### config.mk
export PLATFORM = sky130hd
export DESIGN_NAME = inval_defer_queue
export DESIGN_NICKNAME = d
export VERILOG_FILES = /design/src/rtl/invq_pkg.sv /design/src/rtl/invq_fifo.sv /design/src/rtl/invq_barrier.sv /design/src/rtl/invq_arb.sv /design/src/rtl/inval_defer_queue.sv
export SDC_FILE = /design/constraint.sdc
export NUM_CORES = 1
export LEC_CHECK = 0
export ABC_AREA = 1
export BUFFER_PORTS_ARGS = -buffer_cell sky130_fd_sc_hd__buf_2
export CAP_MARGIN = 5
export CELL_PAD_IN_SITES_DETAIL_PLACEMENT = 1
export CELL_PAD_IN_SITES_GLOBAL_PLACEMENT = 2
export CORE_MARGIN = 3
export CORE_UTILIZATION = 40
export CTS_CLUSTER_SIZE = 10
export DETAILED_ROUTE_END_ITERATION = 10
export PLACE_DENSITY = 0.88
export SKIP_CTS_REPAIR_TIMING = 1
export SLEW_MARGIN = 20
export SYNTH_ARGS = -nofsm -noshare
export SYNTH_HDL_FRONTEND = slang
export SYNTH_SLANG_ARGS = --single-unit
### constraint.sdc
create_clock -name clk -period 3.1 [get_ports clk]
set_input_delay 0.31 -clock clk [delete_from_list [all_inputs] [get_ports clk]]
set_output_delay 0.31 -clock clk [all_outputs]
set_load 0.01 [all_outputs]
### src/rtl/invq_pkg.sv
// Package: shared types of the deferred invalidation queue.
// Assumes a two-bit line-state encoding held by the external array.
package invq_pkg;
    typedef enum logic [1:0] {
        LS_INV = 2'd0,
        LS_SHR = 2'd1,
        LS_EXC = 2'd2,
        LS_MOD = 2'd3
    } line_st_e;

    typedef enum logic [1:0] {
        BS_IDLE  = 2'd0,
        BS_DRAIN = 2'd1,
        BS_DONE  = 2'd2,
        BS_HOLD  = 2'd3
    } bar_st_e;
endpackage

### src/rtl/invq_fifo.sv
// Module: in-order store of pending line addresses.
// Assumes the writer never pushes while full and the reader never pops
// while empty; any DEPTH of two or more is supported.
module invq_fifo #(
    parameter int AW    = 6,
    parameter int DEPTH = 8,
    localparam int PW   = (DEPTH > 1) ? $clog2(DEPTH) : 1,
    localparam int CW   = $clog2(DEPTH + 1)
) (
    input  logic          clk,
    input  logic          rst_n,
    input  logic          wr_en,
    input  logic [AW-1:0] wr_addr,
    input  logic          rd_en,
    output logic [AW-1:0] rd_addr,
    output logic          full,
    output logic          empty,
    output logic [CW-1:0] occ
);
    logic [AW-1:0] mem [DEPTH];
    logic [PW-1:0] wr_ptr, rd_ptr;
    logic [CW-1:0] count;

    // Store the incoming address at the write pointer.
    always_ff @(posedge clk) begin
        if (wr_en) mem[wr_ptr] <= wr_addr;
    end

    // Advance the pointers with wrap-around and track the occupancy.
    always_ff @(posedge clk) begin
        if (!rst_n) begin
            wr_ptr <= '0;
            rd_ptr <= '0;
            count  <= '0;
        end else begin
            if (wr_en) wr_ptr <= (wr_ptr == PW'(DEPTH - 1)) ? '0 : wr_ptr + PW'(1);
            if (rd_en) rd_ptr <= (rd_ptr == PW'(DEPTH - 1)) ? '0 : rd_ptr + PW'(1);
            count <= count + CW'(wr_en) - CW'(rd_en);
        end
    end

    // Present the head entry and the occupancy flags.
    always_comb begin
        rd_addr = mem[rd_ptr];
        full    = (count == CW'(DEPTH));
        empty   = (count == '0);
        occ     = count;
    end

    p_no_overflow_r3: assert property (@(posedge clk) disable iff (!rst_n)
        wr_en |-> !full)
        else $error("push into a full queue");

    p_no_underflow_r4: assert property (@(posedge clk) disable iff (!rst_n)
        rd_en |-> !empty)
        else $error("pop from an empty queue");

    p_count_bounded_r3: assert property (@(posedge clk) disable iff (!rst_n)
        count <= CW'(DEPTH))
        else $error("occupancy beyond depth");
endmodule

### src/rtl/invq_barrier.sv
// Module: read-barrier sequencer.
// Captures the queue occupancy when the barrier starts, counts those entries
// as they drain, then pulses done. Assumes bar_req is held until done.
module invq_barrier #(
    parameter int DEPTH = 8,
    localparam int CW   = $clog2(DEPTH + 1)
) (
    input  logic          clk,
    input  logic          rst_n,
    input  logic          bar_req,
    input  logic [CW-1:0] occ,
    input  logic          drain_fire,
    output logic          urgent,
    output logic          bar_done
);
    import invq_pkg::*;

    bar_st_e       state;
    logic [CW-1:0] left;

    // Step the barrier state and the count of captured entries still queued.
    always_ff @(posedge clk) begin
        if (!rst_n) begin
            state <= BS_IDLE;
            left  <= '0;
        end else begin
            unique case (state)
                BS_IDLE: if (bar_req) begin
                    left  <= occ - CW'(drain_fire);
                    state <= BS_DRAIN;
                end
                BS_DRAIN: begin
                    if (left == '0)      state <= BS_DONE;
                    else if (drain_fire) left  <= left - CW'(1);
                end
                BS_DONE:  state <= bar_req ? BS_HOLD : BS_IDLE;
                BS_HOLD:  if (!bar_req) state <= BS_IDLE;
                default:  state <= BS_IDLE;
            endcase
        end
    end

    // Drain priority while captured entries remain; done in the completion state.
    always_comb begin
        urgent   = (state == BS_DRAIN) && (left != '0);
        bar_done = (state == BS_DONE);
    end

    p_capture_fits_r8: assert property (@(posedge clk) disable iff (!rst_n)
        (state == BS_DRAIN) |-> (left <= occ))
        else $error("captured count exceeds queue occupancy");

    p_urgent_drains_r8: assert property (@(posedge clk) disable iff (!rst_n)
        urgent |-> drain_fire)
        else $error("barrier pending but nothing drained");

    p_done_pulse_r9: assert property (@(posedge clk) disable iff (!rst_n)
        bar_done |=> !bar_done)
        else $error("done longer than one cycle");

    p_done_after_drain_r9: assert property (@(posedge clk) disable iff (!rst_n)
        $rose(bar_done) |-> ($past(left) == '0))
        else $error("done before captured entries drained");
endmodule

### src/rtl/invq_arb.sv
// Module: line-state array port arbiter.
// The processor wins unless a barrier has entries to drain; a drain always
// writes the Invalid state. Purely combinational.
module invq_arb #(
    parameter int AW = 6
) (
    input  logic          fifo_empty,
    input  logic          urgent,
    input  logic [AW-1:0] head_addr,
    input  logic          cpu_req,
    input  logic          cpu_we,
    input  logic [AW-1:0] cpu_addr,
    input  logic [1:0]    cpu_wstate,
    output logic          drain_fire,
    output logic          cpu_gnt,
    output logic          arr_en,
    output logic          arr_we,
    output logic [AW-1:0] arr_addr,
    output logic [1:0]    arr_wstate
);
    import invq_pkg::*;

    // Pick the port owner and steer its command onto the array.
    always_comb begin
        drain_fire = !fifo_empty && (urgent || !cpu_req);
        cpu_gnt    = cpu_req && !(urgent && !fifo_empty);
        arr_en     = drain_fire || cpu_gnt;
        arr_we     = drain_fire ? 1'b1 : (cpu_gnt && cpu_we);
        arr_addr   = drain_fire ? head_addr : cpu_addr;
        arr_wstate = drain_fire ? LS_INV : cpu_wstate;
    end
endmodule

### src/rtl/inval_defer_queue.sv
// Module: deferred invalidation queue, top level.
// Acknowledges snoop invalidations at once, queues them, and applies them to
// the line-state array when the port is free or a read barrier demands it.
// Assumes the snoop side drops inv_req after an acknowledged cycle and the
// barrier requester holds bar_req until bar_done.
module inval_defer_queue #(
    parameter int AW    = 6,
    parameter int DEPTH = 8,
    localparam int CW   = $clog2(DEPTH + 1)
) (
    input  logic          clk,
    input  logic          rst_n,
    input  logic          inv_req,
    input  logic [AW-1:0] inv_addr,
    output logic          inv_ack,
    input  logic          cpu_req,
    input  logic          cpu_we,
    input  logic [AW-1:0] cpu_addr,
    input  logic [1:0]    cpu_wstate,
    output logic          cpu_gnt,
    output logic          arr_en,
    output logic          arr_we,
    output logic [AW-1:0] arr_addr,
    output logic [1:0]    arr_wstate,
    input  logic          bar_req,
    output logic          bar_done,
    output logic          q_full,
    output logic          q_empty
);
    import invq_pkg::*;

    logic          push;
    logic          drain_fire;
    logic          urgent;
    logic [AW-1:0] head_addr;
    logic [CW-1:0] occ;

    // Acknowledge whenever there is room; acceptance equals acknowledge.
    always_comb begin
        inv_ack = inv_req && !q_full;
        push    = inv_ack;
    end

    invq_fifo #(.AW(AW), .DEPTH(DEPTH)) u_fifo (
        .clk     (clk),
        .rst_n   (rst_n),
        .wr_en   (push),
        .wr_addr (inv_addr),
        .rd_en   (drain_fire),
        .rd_addr (head_addr),
        .full    (q_full),
        .empty   (q_empty),
        .occ     (occ)
    );

    invq_barrier #(.DEPTH(DEPTH)) u_bar (
        .clk        (clk),
        .rst_n      (rst_n),
        .bar_req    (bar_req),
        .occ        (occ),
        .drain_fire (drain_fire),
        .urgent     (urgent),
        .bar_done   (bar_done)
    );

    invq_arb #(.AW(AW)) u_arb (
        .fifo_empty (q_empty),
        .urgent     (urgent),
        .head_addr  (head_addr),
        .cpu_req    (cpu_req),
        .cpu_we     (cpu_we),
        .cpu_addr   (cpu_addr),
        .cpu_wstate (cpu_wstate),
        .drain_fire (drain_fire),
        .cpu_gnt    (cpu_gnt),
        .arr_en     (arr_en),
        .arr_we     (arr_we),
        .arr_addr   (arr_addr),
        .arr_wstate (arr_wstate)
    );

    p_ack_enqueues_r2: assert property (@(posedge clk) disable iff (!rst_n)
        (inv_ack && !drain_fire) |=> !q_empty)
        else $error("acknowledged invalidation not queued");

    p_barrier_beats_cpu_r8: assert property (@(posedge clk) disable iff (!rst_n)
        (urgent && cpu_req) |-> !cpu_gnt)
        else $error("processor granted during barrier drain");

    p_drain_writes_inv_r4: assert property (@(posedge clk) disable iff (!rst_n)
        (arr_en && !cpu_gnt) |-> (arr_we && arr_wstate == LS_INV))
        else $error("drain did not write Invalid");

    p_full_withholds_r3: assert property (@(posedge clk) disable iff (!rst_n)
        q_full |-> !inv_ack)
        else $error("acknowledge while full");
endmodule

==> results of run 1 <==
stage by stage:
| stage | instances | area, sq um | hold WS (ps) |
|---|---|---|---|
| after floorplan | 288 | 3020 | 409 |
| after global placement | 414 | 3290 | 474 |
| after detailed placement | 414 | 3290 | 495 |
| after CTS | 430 | 3490 | 201 |
| after global routing | 430 | 3490 | 240 |
| final | 430 | 3490 | 205 |
critical path: stages, from the launching register on:
cell and delay, ps:
dfxtp_1 350, inv_1 90, ha_1 240, nand3_4 110, nand3_4 90, nand2_4 210
inv_6 90, nor2_4 150, or2_4 160, ha_1 180, inv_1 70, fa_1 370
xnor2_1 170, nor2_1 50
power breakdown:
part | internal, mW | switching (mW)
Combinational | 0.455 | 0.842
Clock | 0.371 | 0.342
Sequential | 1.10 | 0.113
Total | 1.92 | 1.30
synthesized netlist by cell type:
cell,n
a21oi_1,10
a211oi_1,1
ha_1,12
inv_2,2
inv_1,29
o211a_1,3
a21oi_2,1
o21ai_0,35
nand2_2,3
o31ai_1,1
buf_2,2
fa_1,1
nor2_1,53
nor2_4,2
a22oi_1,1
or2_4,1
xnor2_1,3
nand2_1,29
o221ai_1,12
nand4_1,1
nand2_4,1
nand3_4,2
nand3_1,9
clkbuf_1,6
inv_6,1
dfxtp_1,19
edfxtp_1,48
routing by layer:
metal  track usage [%]  wire length, um  up-vias
met5                 0                0        -
met4              8.30              155        0
met3              3.57              325       14
met2              32.9             3700       52
met1              22.2             3120     1096
li1                  -                -     1074
cell type report:
cell class / count / area (sq um) / area share [%]
inverters: 32 / 125 / 3.59
well taps: 99 / 124 / 3.55
flip-flops and latches: 67 / 1820 / 52.3
clock buffers: 10 / 128 / 3.66
repair buffers: 35 / 178 / 5.10
clock inverters: 6 / 66.3 / 1.90
multi-input cells: 181 / 1040 / 29.9
worst min-delay path by stage:
stage / end / slack [ps] / start / cells after the start
after floorplan: u_fifo.mem[0][0]$_DFFE_PP_ / 410 / inv_addr[0] / 0
after global placement: u_bar.left[1]$_SDFFE_PN0P_ / 470 / u_bar.left[1]$_SDFFE_PN0P_ / 2
after detailed placement: u_bar.left[1]$_SDFFE_PN0P_ / 490 / u_bar.left[1]$_SDFFE_PN0P_ / 2
after CTS: u_bar.state[1]$_SDFFE_PN0P_ / 200 / bar_req / 3
after global routing: u_fifo.mem[2][4]$_DFFE_PP_ / 240 / inv_addr[4] / 1
final: u_bar.state[1]$_SDFFE_PN0P_ / 210 / bar_req / 3
cells by family (layout without fill, tap and decap cells):
kind of cell	count (synthesis)	count (layout)	synth area share, %
adders and majority gates	13	13	5.63
xor gates and xnor gates	3	3	0.869
buffers and inverters	40	83	5.22
DFF	67	67	60.3
AOI/OAI and AO/OA	64	64	13.0
and+or+nand+nor	101	101	15.1
sequential cells by signal, summed over array words and instances (netlist names), named ones only:
name           cells
u_fifo.rd_ptr      3
u_bar.left         4
u_bar.state        2
u_fifo.occ         4
u_fifo.mem        48
u_fifo.wr_ptr      3
==> flow_metrics.env, run 1 <==
export IMPL_drt_pass1_iterations=4
export IMPL_postSynthCellCount=288
export IMPL_portBuffers=34
export IMPL_layout_common_cells="53 x nor2_1, 48 x edfxtp_1, 35 x o21ai_0"
export IMPL_area_growth_pct=15.3
export IMPL_yosysSeqAreaShare_pct=60.3
export IMPL_slew_headroom_pct=50.9
export IMPL_grtUsageTotal_pct=18.8
export IMPL_critical_path_class="flop to flop"
export IMPL_slew_viol_final=0
export IMPL_final_common_cell="nor2_1"
export IMPL_route_detailed_drc=0
export IMPL_rows=31
export IMPL_first_iter_violations=130
export IMPL_synth_warning_count=0
export IMPL_period_needed_ps=2440
export IMPL_synth_cell_type_count=27
export IMPL_timing_rr_start="u_fifo.occ[2]$_SDFF_PN0_"
export IMPL_clockRootBuffer="clkbuf_8"
export IMPL_ant_nets=0
export IMPL_cts_made_buffers=9
export IMPL_yosysTopAreaCell="edfxtp_1"
export IMPL_rsz0062_at_grt="no"
export IMPL_vias_per_cell=5.20
export IMPL_grt_max_degree=25
export IMPL_synth_net_count=321
export IMPL_gp_congestion=0.752
export IMPL_ff2ff_path_depth=13
export IMPL_r2r_end="u_fifo.occ[2]$_SDFF_PN0_"
export IMPL_synth_area_top_cells="edfxtp_1 48%, dfxtp_1 13%, nor2_1 6.6%"
export IMPL_worstPathArrival_ps=2670
export IMPL_vias=2236
export IMPL_die_area_sq_um=8640
export IMPL_final_nets=359
export IMPL_cts_buffer_depth=2
export IMPL_worst_hold_path_type="input port to flop"
export IMPL_startpoint="u_fifo.occ[2]$_SDFF_PN0_"
export IMPL_synth_seq_cells=67
export IMPL_finalWirelength_um=7300
export IMPL_clkTransAtPathRegs_ps=70
export IMPL_grt_pass1_wl_um=12200
export IMPL_p_leak_nw=1.40
export IMPL_place_ws_ps=679
export IMPL_finalPower_mw=3.22
export IMPL_hold_viol=0
export IMPL_antenna_found_initial=0
export IMPL_die_w_um=92.9
export IMPL_cts_tree="done"
export IMPL_hpwl_um=5070
export IMPL_tns_ps=0
export IMPL_fillers=850
export IMPL_grt_pass1_vias=2524
export IMPL_fin_skew_ps=13.9
export IMPL_cts_sinks=67
export IMPL_worst_setup_path_start_kind="flop"
export IMPL_core_sq_um=7290
export IMPL_wl_per_cell_um=17.0
export IMPL_cts_htree_levels=3
export IMPL_initial_core_util_pct=41.5
export IMPL_diodes=0
export IMPL_setup_ws_ps=663
export IMPL_clk_latency_ps=350
export IMPL_overflow=0
export IMPL_cp_endpoint="u_fifo.occ[2]$_SDFF_PN0_"
export IMPL_r2r_setup_slack_ps=660
export IMPL_post_route_util_pct=47.8
export IMPL_fp_dieH_um=92.9
export IMPL_worstPathRequired_ps=3340
export IMPL_pin_count=35
export IMPL_drive_above_1_share_pct=18.7
export IMPL_tightest_slew_ps=735
export IMPL_crit_path_end_kind="flop"
export IMPL_syn_area_per_cell_sq_um=10.5
export IMPL_power_density_nw_per_um2=923
export IMPL_syn_area_sq_um=3020
export IMPL_timing_final_crit_share_pct=78.6
export IMPL_fmax_ghz=0.410
export IMPL_critPathMaxFanout=17
export IMPL_setup_viol=0
export IMPL_netlist_area_leader_share_pct=47.7
export IMPL_peakVddDrop_uv=301
export IMPL_max_cap_viol_count=0
export IMPL_outcome="finished clean"
No activity file was read; power rests on OpenSTA's default activity.
==> run 2: changes to the inputs <==
CORE_UTILIZATION = 34   (was 40)
PLACE_DENSITY = 0.8   (was 0.88)
clock period = 2.1 ns   (was 3.1 ns; I/O delays follow)
==> run 2 against run 1 <==
Effect of this change: hold slack worse by 91 ps; maximum frequency up 19%; final area up 8.5%; clock power up 53%; flip-flop and latch count unchanged; combinational power up 85%; first-iteration DRC count down 28%; utilization down 2.9 points; wire length up 11%; setup slack worse by 610 ps; global-route usage down 2.3 points; clock skew down 3.3 ps.
==> flow_metrics.env, run 2 (synthesis results as in run 1) <==
export IMPL_cp_cell_sequence="inv_2 -> ha_4 -> nand3_4 -> nand3_4 -> nand2_4 -> inv_6 -> nor2_4 -> or2_4 -> ha_4 -> inv_1 -> fa_2 -> nor2_1"
export IMPL_pin_count=35
export IMPL_die_w_um=100
export IMPL_initial_core_util_pct=35.9
export IMPL_swShare_pct=39.3
export IMPL_tns_ps=0
export IMPL_crit_path_end_kind="flop"
export IMPL_ant_nets=0
export IMPL_wl_per_cell_um=17.5
export IMPL_slowest_delay_ps=510
export IMPL_grt_pass1_wl_um=12400
export IMPL_p_switching_mw=2.07
export IMPL_fp_dieH_um=100
export IMPL_rows=33
export IMPL_critical_path_class="flop to flop"
export IMPL_worst_hold_path_type="input port to flop"
export IMPL_drive_above_1_share_pct=29.9
export IMPL_slew_headroom_pct=61.8
export IMPL_crit_buf_inv=3
export IMPL_path_delay_family="adder cells"
export IMPL_final_nets=386
export IMPL_worstPathArrival_ps=2270
export IMPL_gp_congestion=0.777
export IMPL_crit_slowest_cell="fa_2"
export IMPL_die_area_sq_um=10100
export IMPL_antenna_found_initial=0
export IMPL_finalPower_mw=5.27
export IMPL_cts_tree="done"
export IMPL_peakVddDrop_uv=528
export IMPL_p_seq_share_pct=33.9
export IMPL_hpwl_um=5220
export IMPL_clkTransAtPathRegs_ps=80
export IMPL_clk_latency_ps=350
export IMPL_internal_power_mw=3.20
export IMPL_layout_common_cells="53 x nor2_1, 48 x edfxtp_1, 34 x o21ai_0, 34 x buf_2, 29 x nand2_1"
export IMPL_vias_per_cell=5.03
export IMPL_p_leak_nw=1.54
export IMPL_overflow=0
export IMPL_area_growth_pct=25.1
export IMPL_timing_final_crit_share_pct=97.4
export IMPL_diodes=0
export IMPL_portBuffers=34
export IMPL_final_common_cell="nor2_1"
export IMPL_power_frac_clock_pct=20.6
export IMPL_grtUsageTotal_pct=16.5
export IMPL_grt_pass1_vias=2377
export IMPL_clockRootBuffer="clkbuf_8"
export IMPL_power_density_nw_per_um2=1390
export IMPL_grt_max_degree=25
export IMPL_tightest_slew_ps=567
export IMPL_largest_reg_flops=48
export IMPL_fmax_ghz=0.489
export IMPL_slew_viol_final=0
export IMPL_cts_sinks=67
export IMPL_worst_setup_path_start_kind="flop"
export IMPL_place_ws_ps=-44.6
export IMPL_route_detailed_drc=0
export IMPL_outcome="finished clean"
export IMPL_largest_register="u_fifo.mem"
export IMPL_vias=2327
export IMPL_first_iter_violations=93
export IMPL_finalWirelength_um=8120
export IMPL_max_cap_viol_count=0
export IMPL_critPathMaxFanout=5
export IMPL_setup_viol=0
export IMPL_period_needed_ps=2050
export IMPL_rsz0062_at_grt="yes"
export IMPL_hold_viol=0
export IMPL_cts_buffer_depth=2
export IMPL_drt_pass1_iterations=5
export IMPL_cts_htree_levels=3
export IMPL_fin_skew_ps=10.6
export IMPL_setup_ws_ps=54.7
export IMPL_core_sq_um=8420
export IMPL_p_comb_share_pct=45.5
export IMPL_worstPathRequired_ps=2320
export IMPL_cts_made_buffers=9
==> run 2: final timing paths <==
check,from,to,slack [ps],cells past startpoint
worst min-delay path,bar_req,u_bar.state[1]$_SDFFE_PN0P_,110,3
worst max-delay path,u_fifo.occ[2]$_SDFF_PN0_,u_fifo.occ[1]$_SDFF_PN0_,50,12
worst max register to register,u_fifo.occ[2]$_SDFF_PN0_,u_fifo.occ[1]$_SDFF_PN0_,50,12
worst min register to register,u_bar.left[3]$_SDFFE_PN0P_,u_bar.left[3]$_SDFFE_PN0P_,510,2
==> run 2: worst register-to-register path, cell delays in order, from the launching register on <==
cell     delay (ps)
dfxtp_2         340
inv_2            50
ha_4            150
nand3_4         100
nand3_4         100
nand2_4         130
inv_6            40
nor2_4          110
or2_4           150
ha_4            140
inv_1            50
fa_2            510
nor2_1           40
==> run 2: per-layer routing <==
metal  vias to the layer above  routed length [um]  GRT usage [%]
li1                       1126                   -              -
met1                      1132                3660           21.4
met2                        59                3970           27.0
met3                        10                 377           3.06
met4                         0                 114           6.84
met5                         -                   0              0
==> run 2: final cells by class <==
type,instances,area (sq um)
fill,965,4640
clock inverter,7,76.3
inverter,32,129
timing repair buffer,62,388
tap,105,131
sequential,67,1830
clock buffer,9,124
multi-input combinational,181,1110
==> run 2: power by group through the flow <==
stage,clock (mW),sequential [mW],combinational (mW)
floorplan,0,1.75,1.34
global placement,0,1.79,2.01
detailed placement,0,1.79,2.07
CTS,1.12,1.77,2.09
global route,1.17,1.82,2.68
finish,1.09,1.79,2.40
==> run 2: through the flow <==
step | cells | hold slack (ps) | area [sq um] | util, %
2_1_floorplan | 288 | 309 | 3020 | -
3_3_place_gp | 439 | 463 | 3440 | 40.9
3_5_place_dp | 439 | 481 | 3440 | 40.9
4_1_cts | 455 | 112 | 3640 | 43.2
5_1_grt | 463 | 123 | 3780 | 44.9
6_report | 463 | 114 | 3780 | 44.9
==> run 3: changes to the inputs <==
CELL_PAD_IN_SITES_DETAIL_PLACEMENT = not set   (was 1)
CELL_PAD_IN_SITES_GLOBAL_PLACEMENT = not set   (was 2)
CORE_ASPECT_RATIO = 1.5   (was not set)
CORE_UTILIZATION = 52   (was 34)
==> run 3 against run 2 <==
Effect of this change: via count fell by 2.6%; register-to-register slack gained 30 ps; utilization grew 21 points; clock-buffer cell count is the same; die area down 33%; cell count is 9.3% lower; wire length shrank 22%; sequential share of layout area grew 2.1 points; sequential power is essentially flat; maximum frequency rose by 1.4%; largest cell class unchanged; combinational power fell by 14%.
==> flow_metrics.env, run 3 (synthesis results as in run 1) <==
export IMPL_crit_slowest_cell="fa_2"
export IMPL_clockRootBuffer="clkbuf_8"
export IMPL_grt_pass1_vias=2194
export IMPL_grtUsageTotal_pct=21.0
export IMPL_cp_cell_sequence="inv_2 -> ha_4 -> nand3_4 -> nand3_4 -> nand2_4 -> nor2_1 -> or2_4 -> ha_1 -> inv_1 -> fa_2 -> nor2_2"
export IMPL_gp_congestion=0.867
export IMPL_largest_register="u_fifo.mem"
export IMPL_cts_made_buffers=9
export IMPL_period_needed_ps=2020
export IMPL_ant_nets=0
export IMPL_diodes=0
export IMPL_slowest_delay_ps=440
export IMPL_largest_reg_flops=48
export IMPL_wl_met1_um=2250
export IMPL_critPathMaxFanout=4
export IMPL_vias=2266
export IMPL_die_area_sq_um=6780
export IMPL_core_sq_um=5530
export IMPL_hold_viol=0
export IMPL_pin_count=35
export IMPL_wl_met3_um=309
export IMPL_fillers=422
export IMPL_max_cap_viol_count=0
export IMPL_r2r_setup_slack_ps=80
export IMPL_outcome="finished clean"
export IMPL_instances_no_fill=420
export IMPL_setup_ws_ps=83.9
export IMPL_cts_sinks=67
export IMPL_overflow=0
export IMPL_final_common_cell="nor2_1"
export IMPL_finalWirelength_um=6330
export IMPL_route_detailed_drc=0
export IMPL_place_ws_ps=-17.7
export IMPL_rows=33
export IMPL_clkTransAtPathRegs_ps=70
export IMPL_layout_common_cells="52 x nor2_1, 48 x edfxtp_1, 35 x o21ai_0"
export IMPL_drive_above_1_share_pct=27.4
export IMPL_critical_path_class="flop to flop"
export IMPL_setup_viol=0
export IMPL_slew_viol_final=0
export IMPL_clk_latency_ps=330
export IMPL_hpwl_um=4550
export IMPL_cts_buffer_depth=2
export IMPL_grt_max_degree=25
export IMPL_wl_per_cell_um=15.1
export IMPL_worstPathRequired_ps=2370
export IMPL_drt_pass1_iterations=4
export IMPL_portBuffers=34
export IMPL_slew_headroom_pct=68.3
export IMPL_numPlacedInstances=403
export IMPL_fp_dieH_um=99.4
export IMPL_cts_tree="done"
export IMPL_final_nets=378
export IMPL_power_density_nw_per_um2=1340
export IMPL_timing_final_crit_share_pct=96.0
export IMPL_rsz0062_at_grt="no"
export IMPL_die_w_um=68.3
export IMPL_cts_htree_levels=3
export IMPL_cp_common_cell="nand3_4"
export IMPL_wl_met2_um=3620
export IMPL_p_leak_nw=1.50
export IMPL_antenna_found_initial=0
export IMPL_worstPathArrival_ps=2290
export IMPL_first_iter_violations=199
export IMPL_crit_path_end_kind="flop"
export IMPL_post_route_util_pct=65.5
export IMPL_fmax_ghz=0.496
export IMPL_worst_setup_path_start_kind="flop"
export IMPL_highest_layer="met4"
export IMPL_area_growth_pct=20.0
export IMPL_grt_pass1_wl_um=10200
export IMPL_fin_skew_ps=3.74
export IMPL_initial_core_util_pct=54.6
export IMPL_peakVddDrop_uv=970
export IMPL_vias_per_cell=5.40
export IMPL_worst_hold_path_type="input port to flop"
export IMPL_finalPower_mw=4.85
export IMPL_tightest_slew_ps=471
==> run 3: critical path: cells and delay by family, from the launching register on <==
kind	cells	cell delay, ps
adder cells (fa/ha/maj)	3	780
AND/OR/NAND/NOR	6	700
flip-flops	1	350
buffers and inverters	2	130
==> run 3: per-layer routing <==
layer / global-route usage [%] / up-vias
met3: 4.52 / 12
met4: 13.3 / 0
li1: - / 1112
met2: 36.3 / 75
met1: 22.1 / 1067
met5: 0 / -
==> run 3: path summary, 6_finish.rpt <==
path	start	endpoint	cells after the start
worst max-delay path	u_fifo.occ[2]$_SDFF_PN0_	u_fifo.occ[1]$_SDFF_PN0_	11
worst min-delay path	bar_req	u_bar.state[1]$_SDFFE_PN0P_	3
worst max register to register	u_fifo.occ[2]$_SDFF_PN0_	u_fifo.occ[1]$_SDFF_PN0_	11
worst min register to register	u_bar.left[1]$_SDFFE_PN0P_	u_bar.left[1]$_SDFFE_PN0P_	2
==> run 3: through the flow <==
step | setup TNS, ps | cell area, sq um | hold WS, ps
after global routing | 0 | 3630 | 133
after CTS | -49.9 | 3580 | 118
final | 0 | 3630 | 135
after global placement | 0 | 3390 | 470
after detailed placement | -17.7 | 3390 | 478
after floorplan | 0 | 3020 | 309
==> run 3: final cells by class <==
class,count,area (sq um),area share (%)
inverter,32,125,3.45
multi-input combinational,181,1070,29.6
timing repair buffer,54,320,8.83
sequential,67,1830,50.4
tap,70,87.6,2.42
clock inverter,7,68.8,1.90
clock buffer,9,124,3.42
==> run 3: where the power goes <==
part | internal [mW] | total [mW] | switching, mW
Clock | 0.543 | 1.01 | 0.469
Combinational | 0.840 | 2.07 | 1.23
Sequential | 1.62 | 1.77 | 0.145
Total | 3.01 | 4.85 | 1.84
